<file path="src/rtl/oneshot_pkg.sv">
package oneshot_pkg;

  localparam int unsigned REG_ADDR_W = 2;

  localparam logic [REG_ADDR_W-1:0] RA_CTRL = 2'd0;
  localparam logic [REG_ADDR_W-1:0] RA_DLY  = 2'd1;
  localparam logic [REG_ADDR_W-1:0] RA_END  = 2'd2;

  typedef enum logic {
    SEQ_IDLE = 1'b0,
    SEQ_RUN  = 1'b1
  } seq_state_t;

endpackage

</file>
<file path="src/rtl/os_regfile.sv">
module os_regfile
  import oneshot_pkg::*;
#(
  parameter int unsigned CNT_W = 16
) (
  input  logic                  clk,
  input  logic                  rst_n,
  input  logic                  wr_en,
  input  logic [REG_ADDR_W-1:0] wr_addr,
  input  logic [CNT_W-1:0]      wr_data,
  output logic                  run_en,
  output logic [CNT_W-1:0]      cmp_dly,
  output logic [CNT_W-1:0]      cmp_end
);

  logic             run_q;
  logic [CNT_W-1:0] dly_q;
  logic [CNT_W-1:0] end_q;
  logic             we_ctrl;
  logic             we_dly;
  logic             we_end;

  always_comb begin
    we_ctrl = wr_en && (wr_addr == RA_CTRL);
    we_dly  = wr_en && (wr_addr == RA_DLY);
    we_end  = wr_en && (wr_addr == RA_END);
  end

  always_ff @(posedge clk or negedge rst_n) begin
    if (!rst_n) begin
      run_q <= 1'b0;
    end else if (we_ctrl) begin
      run_q <= wr_data[0];
    end
  end

  always_ff @(posedge clk or negedge rst_n) begin
    if (!rst_n) begin
      dly_q <= '0;
    end else if (we_dly) begin
      dly_q <= wr_data;
    end
  end

  always_ff @(posedge clk or negedge rst_n) begin
    if (!rst_n) begin
      end_q <= '0;
    end else if (we_end) begin
      end_q <= wr_data;
    end
  end

  assign run_en  = run_q;
  assign cmp_dly = dly_q;
  assign cmp_end = end_q;

endmodule

</file>
<file path="src/rtl/os_trig_sync.sv">
module os_trig_sync #(
  parameter int unsigned STAGES = 2
) (
  input  logic clk,
  input  logic rst_n,
  input  logic trig_i,
  output logic trig_rise
);

  localparam int unsigned SH_W = STAGES + 1;

  logic [SH_W-1:0] sh_q;
  logic [SH_W-1:0] sh_n;

  always_comb begin
    sh_n = {sh_q[SH_W-2:0], trig_i};
  end

  always_ff @(posedge clk or negedge rst_n) begin
    if (!rst_n) begin
      sh_q <= '0;
    end else begin
      sh_q <= sh_n;
    end
  end

  assign trig_rise = sh_q[STAGES-1] && !sh_q[STAGES];

endmodule

</file>
<file path="src/rtl/os_seq.sv">
module os_seq
  import oneshot_pkg::*;
#(
  parameter int unsigned CNT_W = 16
) (
  input  logic             clk,
  input  logic             rst_n,
  input  logic             run_en,
  input  logic             start,
  input  logic [CNT_W-1:0] cmp_dly,
  input  logic [CNT_W-1:0] cmp_end,
  output logic             busy,
  output logic [CNT_W-1:0] count,
  output logic             hit_dly,
  output logic             hit_end
);

  localparam logic [CNT_W-1:0] CNT_ONE = {{(CNT_W-1){1'b0}}, 1'b1};

  seq_state_t       state_q;
  seq_state_t       state_n;
  logic [CNT_W-1:0] cnt_q;
  logic [CNT_W-1:0] cnt_n;
  logic             cnt_en;

  always_comb begin
    hit_dly = (state_q == SEQ_RUN) && (cnt_q == cmp_dly);
    hit_end = (state_q == SEQ_RUN) && (cnt_q == cmp_end);
  end

  always_comb begin
    state_n = state_q;
    cnt_n   = cnt_q;
    cnt_en  = 1'b0;
    if (!run_en) begin
      state_n = SEQ_IDLE;
      cnt_n   = '0;
      cnt_en  = 1'b1;
    end else begin
      case (state_q)
        SEQ_IDLE: begin
          if (start) begin
            state_n = SEQ_RUN;
            cnt_n   = '0;
            cnt_en  = 1'b1;
          end
        end
        SEQ_RUN: begin
          cnt_en = 1'b1;
          if (hit_end) begin
            state_n = SEQ_IDLE;
            cnt_n   = '0;
          end else begin
            cnt_n = cnt_q + CNT_ONE;
          end
        end
        default: begin
          state_n = SEQ_IDLE;
          cnt_n   = '0;
          cnt_en  = 1'b1;
        end
      endcase
    end
  end

  always_ff @(posedge clk or negedge rst_n) begin
    if (!rst_n) begin
      state_q <= SEQ_IDLE;
    end else begin
      state_q <= state_n;
    end
  end

  always_ff @(posedge clk or negedge rst_n) begin
    if (!rst_n) begin
      cnt_q <= '0;
    end else if (cnt_en) begin
      cnt_q <= cnt_n;
    end
  end

  assign busy  = (state_q == SEQ_RUN);
  assign count = cnt_q;

endmodule

</file>
<file path="src/rtl/os_out_stage.sv">
module os_out_stage (
  input  logic clk,
  input  logic rst_n,
  input  logic run_en,
  input  logic hit_dly,
  input  logic hit_end,
  output logic pulse_o,
  output logic irq_dly_o,
  output logic irq_end_o
);

  logic pulse_q;
  logic pulse_n;
  logic irqd_q;
  logic irqd_n;
  logic irqe_q;
  logic irqe_n;

  always_comb begin
    pulse_n = pulse_q;
    irqd_n  = 1'b0;
    irqe_n  = 1'b0;
    if (!run_en) begin
      pulse_n = 1'b0;
    end else begin
      irqd_n = hit_dly;
      irqe_n = hit_end;
      if (irqe_q) begin
        pulse_n = 1'b0;
      end else if (hit_dly) begin
        pulse_n = 1'b1;
      end
    end
  end

  always_ff @(posedge clk or negedge rst_n) begin
    if (!rst_n) begin
      pulse_q <= 1'b0;
      irqd_q  <= 1'b0;
      irqe_q  <= 1'b0;
    end else begin
      pulse_q <= pulse_n;
      irqd_q  <= irqd_n;
      irqe_q  <= irqe_n;
    end
  end

  assign pulse_o   = pulse_q;
  assign irq_dly_o = irqd_q;
  assign irq_end_o = irqe_q;

endmodule

</file>
<file path="src/rtl/oneshot_timer.sv">
module oneshot_timer
  import oneshot_pkg::*;
#(
  parameter int unsigned CNT_W       = 16,
  parameter int unsigned SYNC_STAGES = 2,
  parameter int unsigned RST_STAGES  = 2
) (
  input  logic                  clk,
  input  logic                  rst_n,
  input  logic                  wr_en,
  input  logic [REG_ADDR_W-1:0] wr_addr,
  input  logic [CNT_W-1:0]      wr_data,
  input  logic                  trig_i,
  output logic                  pulse_o,
  output logic                  irq_dly_o,
  output logic                  irq_end_o
);

  logic [RST_STAGES-1:0] rst_sh_q;
  logic                  rst_int_n;
  logic                  run_en;
  logic [CNT_W-1:0]      cmp_dly;
  logic [CNT_W-1:0]      cmp_end;
  logic                  trig_rise;
  logic                  busy;
  logic [CNT_W-1:0]      count;
  logic                  hit_dly;
  logic                  hit_end;

  // Reset asserts at once, releases after RST_STAGES clock edges.
  always_ff @(posedge clk or negedge rst_n) begin
    if (!rst_n) begin
      rst_sh_q <= '0;
    end else begin
      rst_sh_q <= {rst_sh_q[RST_STAGES-2:0], 1'b1};
    end
  end

  assign rst_int_n = rst_sh_q[RST_STAGES-1];

  os_regfile #(.CNT_W(CNT_W)) u_regs (
    .clk     (clk),
    .rst_n   (rst_int_n),
    .wr_en   (wr_en),
    .wr_addr (wr_addr),
    .wr_data (wr_data),
    .run_en  (run_en),
    .cmp_dly (cmp_dly),
    .cmp_end (cmp_end)
  );

  os_trig_sync #(.STAGES(SYNC_STAGES)) u_trig (
    .clk       (clk),
    .rst_n     (rst_int_n),
    .trig_i    (trig_i),
    .trig_rise (trig_rise)
  );

  os_seq #(.CNT_W(CNT_W)) u_seq (
    .clk     (clk),
    .rst_n   (rst_int_n),
    .run_en  (run_en),
    .start   (trig_rise),
    .cmp_dly (cmp_dly),
    .cmp_end (cmp_end),
    .busy    (busy),
    .count   (count),
    .hit_dly (hit_dly),
    .hit_end (hit_end)
  );

  os_out_stage u_out (
    .clk       (clk),
    .rst_n     (rst_int_n),
    .run_en    (run_en),
    .hit_dly   (hit_dly),
    .hit_end   (hit_end),
    .pulse_o   (pulse_o),
    .irq_dly_o (irq_dly_o),
    .irq_end_o (irq_end_o)
  );

endmodule

</file>
<file path="config.mk">
export PLATFORM = sky130hd
export DESIGN_NAME = oneshot_timer
export DESIGN_NICKNAME = d
export VERILOG_FILES = /design/src/rtl/oneshot_pkg.sv /design/src/rtl/os_regfile.sv /design/src/rtl/os_trig_sync.sv /design/src/rtl/os_seq.sv /design/src/rtl/os_out_stage.sv /design/src/rtl/oneshot_timer.sv
export SDC_FILE = /design/constraint.sdc
export NUM_CORES = 1
export LEC_CHECK = 0
export BUFFER_PORTS_ARGS = -buffer_cell sky130_fd_sc_hd__buf_2
export CAP_MARGIN = 0
export CORE_AREA = 2 2 91 93
export CTS_BUF_LIST = sky130_fd_sc_hd__clkbuf_2 sky130_fd_sc_hd__clkbuf_4 sky130_fd_sc_hd__clkbuf_8
export CTS_CLUSTER_DIAMETER = 150
export DETAILED_ROUTE_END_ITERATION = 8
export DIE_AREA = 0 0 93 95
export GPL_ROUTABILITY_DRIVEN = 0
export RECOVER_POWER = 50
export REMOVE_ABC_BUFFERS = 1
export SYNTH_ARGS = -nofsm -noshare
export SYNTH_HDL_FRONTEND = slang
export SYNTH_SLANG_ARGS = --single-unit
</file>
<file path="constraint.sdc">
create_clock -name clk -period 3 [get_ports clk]
set_input_delay 0.15 -clock clk [delete_from_list [all_inputs] [get_ports clk]]
set_output_delay 0.15 -clock clk [all_outputs]
set_load 0.01 [all_outputs]
</file>
Word-level counts from Yosys, hierarchy flattened
Index checks and enable logic that the tools add are counted.
{ "word_totals": {"register_bits": 58, "output_inout_bits": 3} }
{ "op_classes": {"addsub": 1, "n_eq_ne": 6, "muxes": 15, "n_bitwise": 1, "reduce_logical": 9} }
{ "ops": {"columns": ["op", "n"], "rows": [
  ["$mux W16", 3],
  ["$eq A16 B16 Y1", 2],
  ["$pmux W16 S2", 1],
  ["$add A16 B1 Y16 const B", 1],
  ["$mux W1", 9],
  ["$logic_and A1 B1 Y1", 6],
  ["$ne A3 B3 Y1 const B", 2],
  ["$pmux W1 S2", 2],
  ["$eq A2 B1 Y1 const B", 1],
  ["$eq A2 B2 Y1 const B", 1],
  ["$logic_not A2 Y1", 1],
  ["$reduce_and A2 Y1", 1],
  ["$logic_not A1 Y1", 1],
  ["$not A1 Y1", 1]
]} }

Longest topological paths before layout
{ "logic_depth": {"word_depth": 6, "ltp_mapped": 7} }

Modules after synthesis
A second synthesis with hierarchy kept.
{ "hier_totals": {"cells_unflattened": 218, "area_unflattened_um2": 2877.8} }
{ "by_module_without_submodules": {"columns": ["module", "n_inst", "cells_each", "area_per_inst_um2"], "rows": [
  ["os_regfile", 1, 71, 1342.5],
  ["os_seq", 1, 133, 1287.5],
  ["os_out_stage", 1, 7, 105.1],
  ["os_trig_sync", 1, 4, 88.8],
  ["oneshot_timer", 1, 3, 53.8]
]} }

Least setup slack after synthesis
No wires, ideal clock.
{ "synth_path": {"path_type": "register to register", "start": "register u_seq.cnt_q[4], in the netlist u_seq.count[4]", "end": "register u_seq.cnt_q[9], in the netlist u_seq.count[9]", "setup_ps": 129, "arrival_time_ps": 1491, "t_required_ps": 2871, "slack_ps": 1380, "stages_incl_launch_ff": 8, "synth_period_minus_slack_ps": 1620, "cell_sequence": "dfrtp_1 -> buf_6 -> xor2_1 -> nor4_2 -> nand4_2 -> buf_6 -> a22oi_2 -> o41ai_2"} }
{ "synth_via": {"elab_chain_cells": 5, "word_cells_on_any_way": 6, "cone_classes": "1 x add/sub; 1 x eq/ne; 3 x mux; 1 x reduce/logical"} }
{ "synth_lines": {"columns": ["element", "line", "source"], "rows": [
  ["from (decl)", "os_seq.sv:22", "logic [CNT_W-1:0] cnt_q;"],
  ["from (signal assigned)", "os_seq.sv:78", "cnt_q <= cnt_n;"],
  ["branches (longest 2 deep; another with $add A16 B1 Y16)", null, null],
  ["$mux W16 (*)", "os_seq.sv:50", "if (hit_end) begin"],
  ["$pmux W16 S2 (*)", "os_seq.sv:40", "case (state_q)"],
  ["$mux W16 (*)", "os_seq.sv:35", "if (!run_en) begin"]
]} }
Mark *: on every way between the ends.
A chain may end at the register's enable or synchronous reset.

Worst setup path after layout
{ "layout_path": {"start": "register u_seq.cnt_q[12], in the netlist u_seq.count[12]", "end": "register u_seq.cnt_q[12], in the netlist u_seq.count[12]"} }
Same word-level chain as after synthesis.

==> metrics <==
Clock Tree Root=sky130_fd_sc_hd__clkbuf_8; CP Launch Type=register; power dissipated by switching net loads=around 0.51 mW; Worst path slowest cell=sky130_fd_sc_hd__nor4_1; critical path buffer and inverter count=1; category of cells accounting for the largest share of critical-path delay=simple AND/OR/NAND/NOR gates; combinational group share of total power=a little over an eighth; R2R Path End=u_seq.count[12]; area grow syn2layout=14.2%; #FFs+latches synth=a little under 60; path class of the lowest-slack min-delay path=primary input to register; layout cells sized above 1=between 30% and 40%; detailed-routing iteration count for the pre-antenna-repair pass=4; most frequent cells in the layout=sky130_fd_sc_hd__dfrtp_1, sky130_fd_sc_hd__mux2_2, sky130_fd_sc_hd__xor2_1, sky130_fd_sc_hd__buf_2, sky130_fd_sc_hd__nand2_1; switching portion of total power=between 20% and 30%; number of ports placed on the die boundary=25; portion of total power attributed to sequential cells=48.3%; pwr/cell area=approximately 600 mW/mm²; largest net degree at the start of global routing=42; endpoint kind of the worst setup timing path=register; clock-pin slew of the registers on the worst-case setup and hold paths=about 0.07 ns; proportion of power drawn by the clock network=between 30% and 40%; antenna violations before repair=0; peak supply drop=0.270 mV; Cell Chain, Critical Path=xor2_1 -> nor4_1 -> nand4_2 -> buf_4 -> nand2_1 -> o311ai_1; WL/cell=about 16 µm; Die Area=~0.009 mm²; Min Hold Slack=roughly 0.049 ns; launching instance or port of the critical path=u_seq.count[12]; Setup Crit Path Kind=register to register; total detailed-routing wirelength=5.88 mm; maximum cell stage delay along the critical path=between 0.4 and 0.5 ns; normalized max-slew margin=between 30% and 40%; Syn Std Cell Area=roughly 0.0029 mm²; total number of clock tree sinks=58; vias post-DR=about 1.9k; vias in the first global route=1954; Crit Path Max Fanout=22; DR DRC count=0; critical path endpoint=u_seq.count[12]; proportion of synthesized chip area in sequential cells=about half; Starting DRT DRC Count=130; clock buffers created by TritonCTS=9; net count of the finished layout=about 290; htree depth=3; final HPWL from detailed placement=around 4 mm; highest clock rate=461 MHz; total of max-cap violations=0; total number of cells along the worst setup path=6; Final Slew Violations=0; worst reg-to-reg setup slack=around 0.83 ns; initial standard-cell utilization of the core=a little over a third; outcome=completed; number of rows in the core area=33; worst clock skew on the final layout=about 0.0095 ns; worst r2r path cells=6; portion of the clock cycle consumed by the worst path in the final layout=between 70 and 80%; library cells used by synthesis=slightly above 40; first-pass GRT wire length=approximately 10 mm; maximum buffer depth of the clock tree=2; Die Ht=~95 µm; Finish-stage setup viols=0; post-detailed-route count of antenna-violating nets=0; number of I/O port buffers=24; Tot GR Track Use=between 10% and 20%; detailed-route vias per instance=roughly 5.2; minimum clock period=roughly 2.2 ns; count of antenna diodes in the layout=0; startpoint of the worst register-to-register path=u_seq.count[12]; final total negative setup slack=0 ns; Fin. Hold Viols=0; syn_area_per_cell=roughly 12 µm²; horizontal die dimension=roughly 93 µm; number of instances in the synthesized netlist=~240; internal power=between 1 and 1.5 mW; most frequent standard cell in the layout excluding fill and tap cells=sky130_fd_sc_hd__dfrtp_1; Filler cells=a little under 800; count of yosys warnings during synthesis=0; WP data arrival=between 2 and 2.5 ns; setup repair after global routing missed its margin=no; Worst-Skew Late Latency=approximately 0.34 ns; Core Footprint=~0.0079 mm²; transition time of the tightest slew-check pin=approximately 1.0 ns; clock tree from TritonCTS=yes; standby leakage power=about 1.4 nW; final global-route overflow total=0; required time of the critical path=around 3.2 ns
final cells by class:
type | count | area [µm²] | area share [%]
clock buffers | 12 | 159 | 4.83
inverters | 7 | 26.3 | 0.799
flip-flops and latches | 58 | 1450 | 44.1
multi-input cells | 157 | 1300 | 39.6
well taps | 105 | 131 | 3.99
repair buffers | 31 | 170 | 5.17
clock inverters | 4 | 50.0 | 1.52
worst min path at each step:
stage	cells after the start	from	to
4_1_cts	2	wr_data[7]	u_regs.cmp_end[7]
2_1_floorplan	0	rst_n	rst_sh_q[0]
5_1_grt	2	wr_data[15]	u_regs.cmp_end[15]
3_3_place_gp	1	rst_n	rst_sh_q[0]
6_report	2	wr_data[7]	u_regs.cmp_end[7]
3_5_place_dp	1	rst_n	rst_sh_q[0]
logic make-up after synthesis:
family	after synthesis	synth area share [%]
xor+xnor	32	9.73
compound gates	25	7.47
fa+ha+maj	1	0.434
flops	58	50.4
other cells	1	0.130
buf+inv	23	4.47
simple gates	62	13.5
mux	36	13.9
state kept, by name, indices dropped and copies added (netlist names):
| register | cells |
|---|---|
| u_regs.cmp_dly | 16 |
| u_regs.cmp_end | 16 |
| u_seq.count | 16 |
| u_trig.sh_q | 3 |
| rst_sh_q | 2 |
| u_out.irq_dly_o | 1 |
| u_out.irq_end_o | 1 |
| u_out.pulse_o | 1 |
| u_regs.run_en | 1 |
| u_seq.busy | 1 |
metrics by stage:
step / instances / power [mW] / setup WS, ns / utilization [%] / instance area, µm²
5_1_grt: 374 / 2.07 / 0.738 / 41.5 / 3290
3_3_place_gp: 356 / 1.23 / 0.837 / 38.7 / 3070
2_1_floorplan: 222 / 1.15 / 1.05 / - / 2780
4_1_cts: 374 / 2.00 / 0.789 / 41.6 / 3300
6_report: 374 / 1.97 / 0.831 / 41.5 / 3290
3_5_place_dp: 356 / 1.24 / 0.799 / 38.7 / 3070
what timing repair did:
action	in CTS	in global routing
buffers inserted	0	0
endpoints found under the setup margin	0	0
endpoints found under the hold margin	3	0
hold buffers	2	0
resized for setup	0	0
cells in the mapped netlist, drive strengths merged:
cell type / number / area (µm²)
and4: 1 / 8.76
xnor2: 12 / 105
clkbuf: 2 / 7.51
mux2i: 3 / 30.0
o41ai: 1 / 16.3
o311ai: 5 / 43.8
or2: 1 / 6.26
a22oi: 1 / 12.5
nand3: 6 / 35.0
o31ai: 2 / 15.0
conb: 1 / 3.75
nor4: 6 / 56.3
a31oi: 6 / 37.5
a32o: 1 / 10.0
o21ai: 3 / 15.0
nor3b: 2 / 20.0
o22ai: 2 / 12.5
a41oi: 2 / 32.5
ha: 1 / 12.5
nor2b: 2 / 12.5
or3: 1 / 11.3
nand4b: 1 / 8.76
and3: 4 / 25.0
buf: 14 / 95.1
dfrtp: 58 / 1450
nand2: 15 / 56.3
nand4: 14 / 93.8
xor2: 20 / 175
o211a: 2 / 20.0
mux2: 33 / 372
inv: 7 / 26.3
nand3b: 2 / 15.0
and2: 4 / 25.0
nor3: 2 / 10.0
nor2: 1 / 3.75
power by group through the flow:
stage	Sequential [mW]	Clock, mW	Combinational [mW]
after floorplan	0.951	0	0.197
after global placement	0.966	0	0.264
after detailed placement	0.969	0	0.268
after CTS	0.954	0.774	0.271
after global routing	0.964	0.809	0.297
final	0.951	0.751	0.267
per-layer routing:
| metal | vias up | wire length (µm) | track usage (%) |
|---|---|---|---|
| met2 | 36 | 2760 | 23.4 |
| met4 | 0 | 102 | 7.35 |
| li1 | 907 | - | - |
| met5 | - | 0 | 0 |
| met3 | 10 | 176 | 3.67 |
| met1 | 977 | 2840 | 19.5 |
Power figures use the tool's default switching activity.
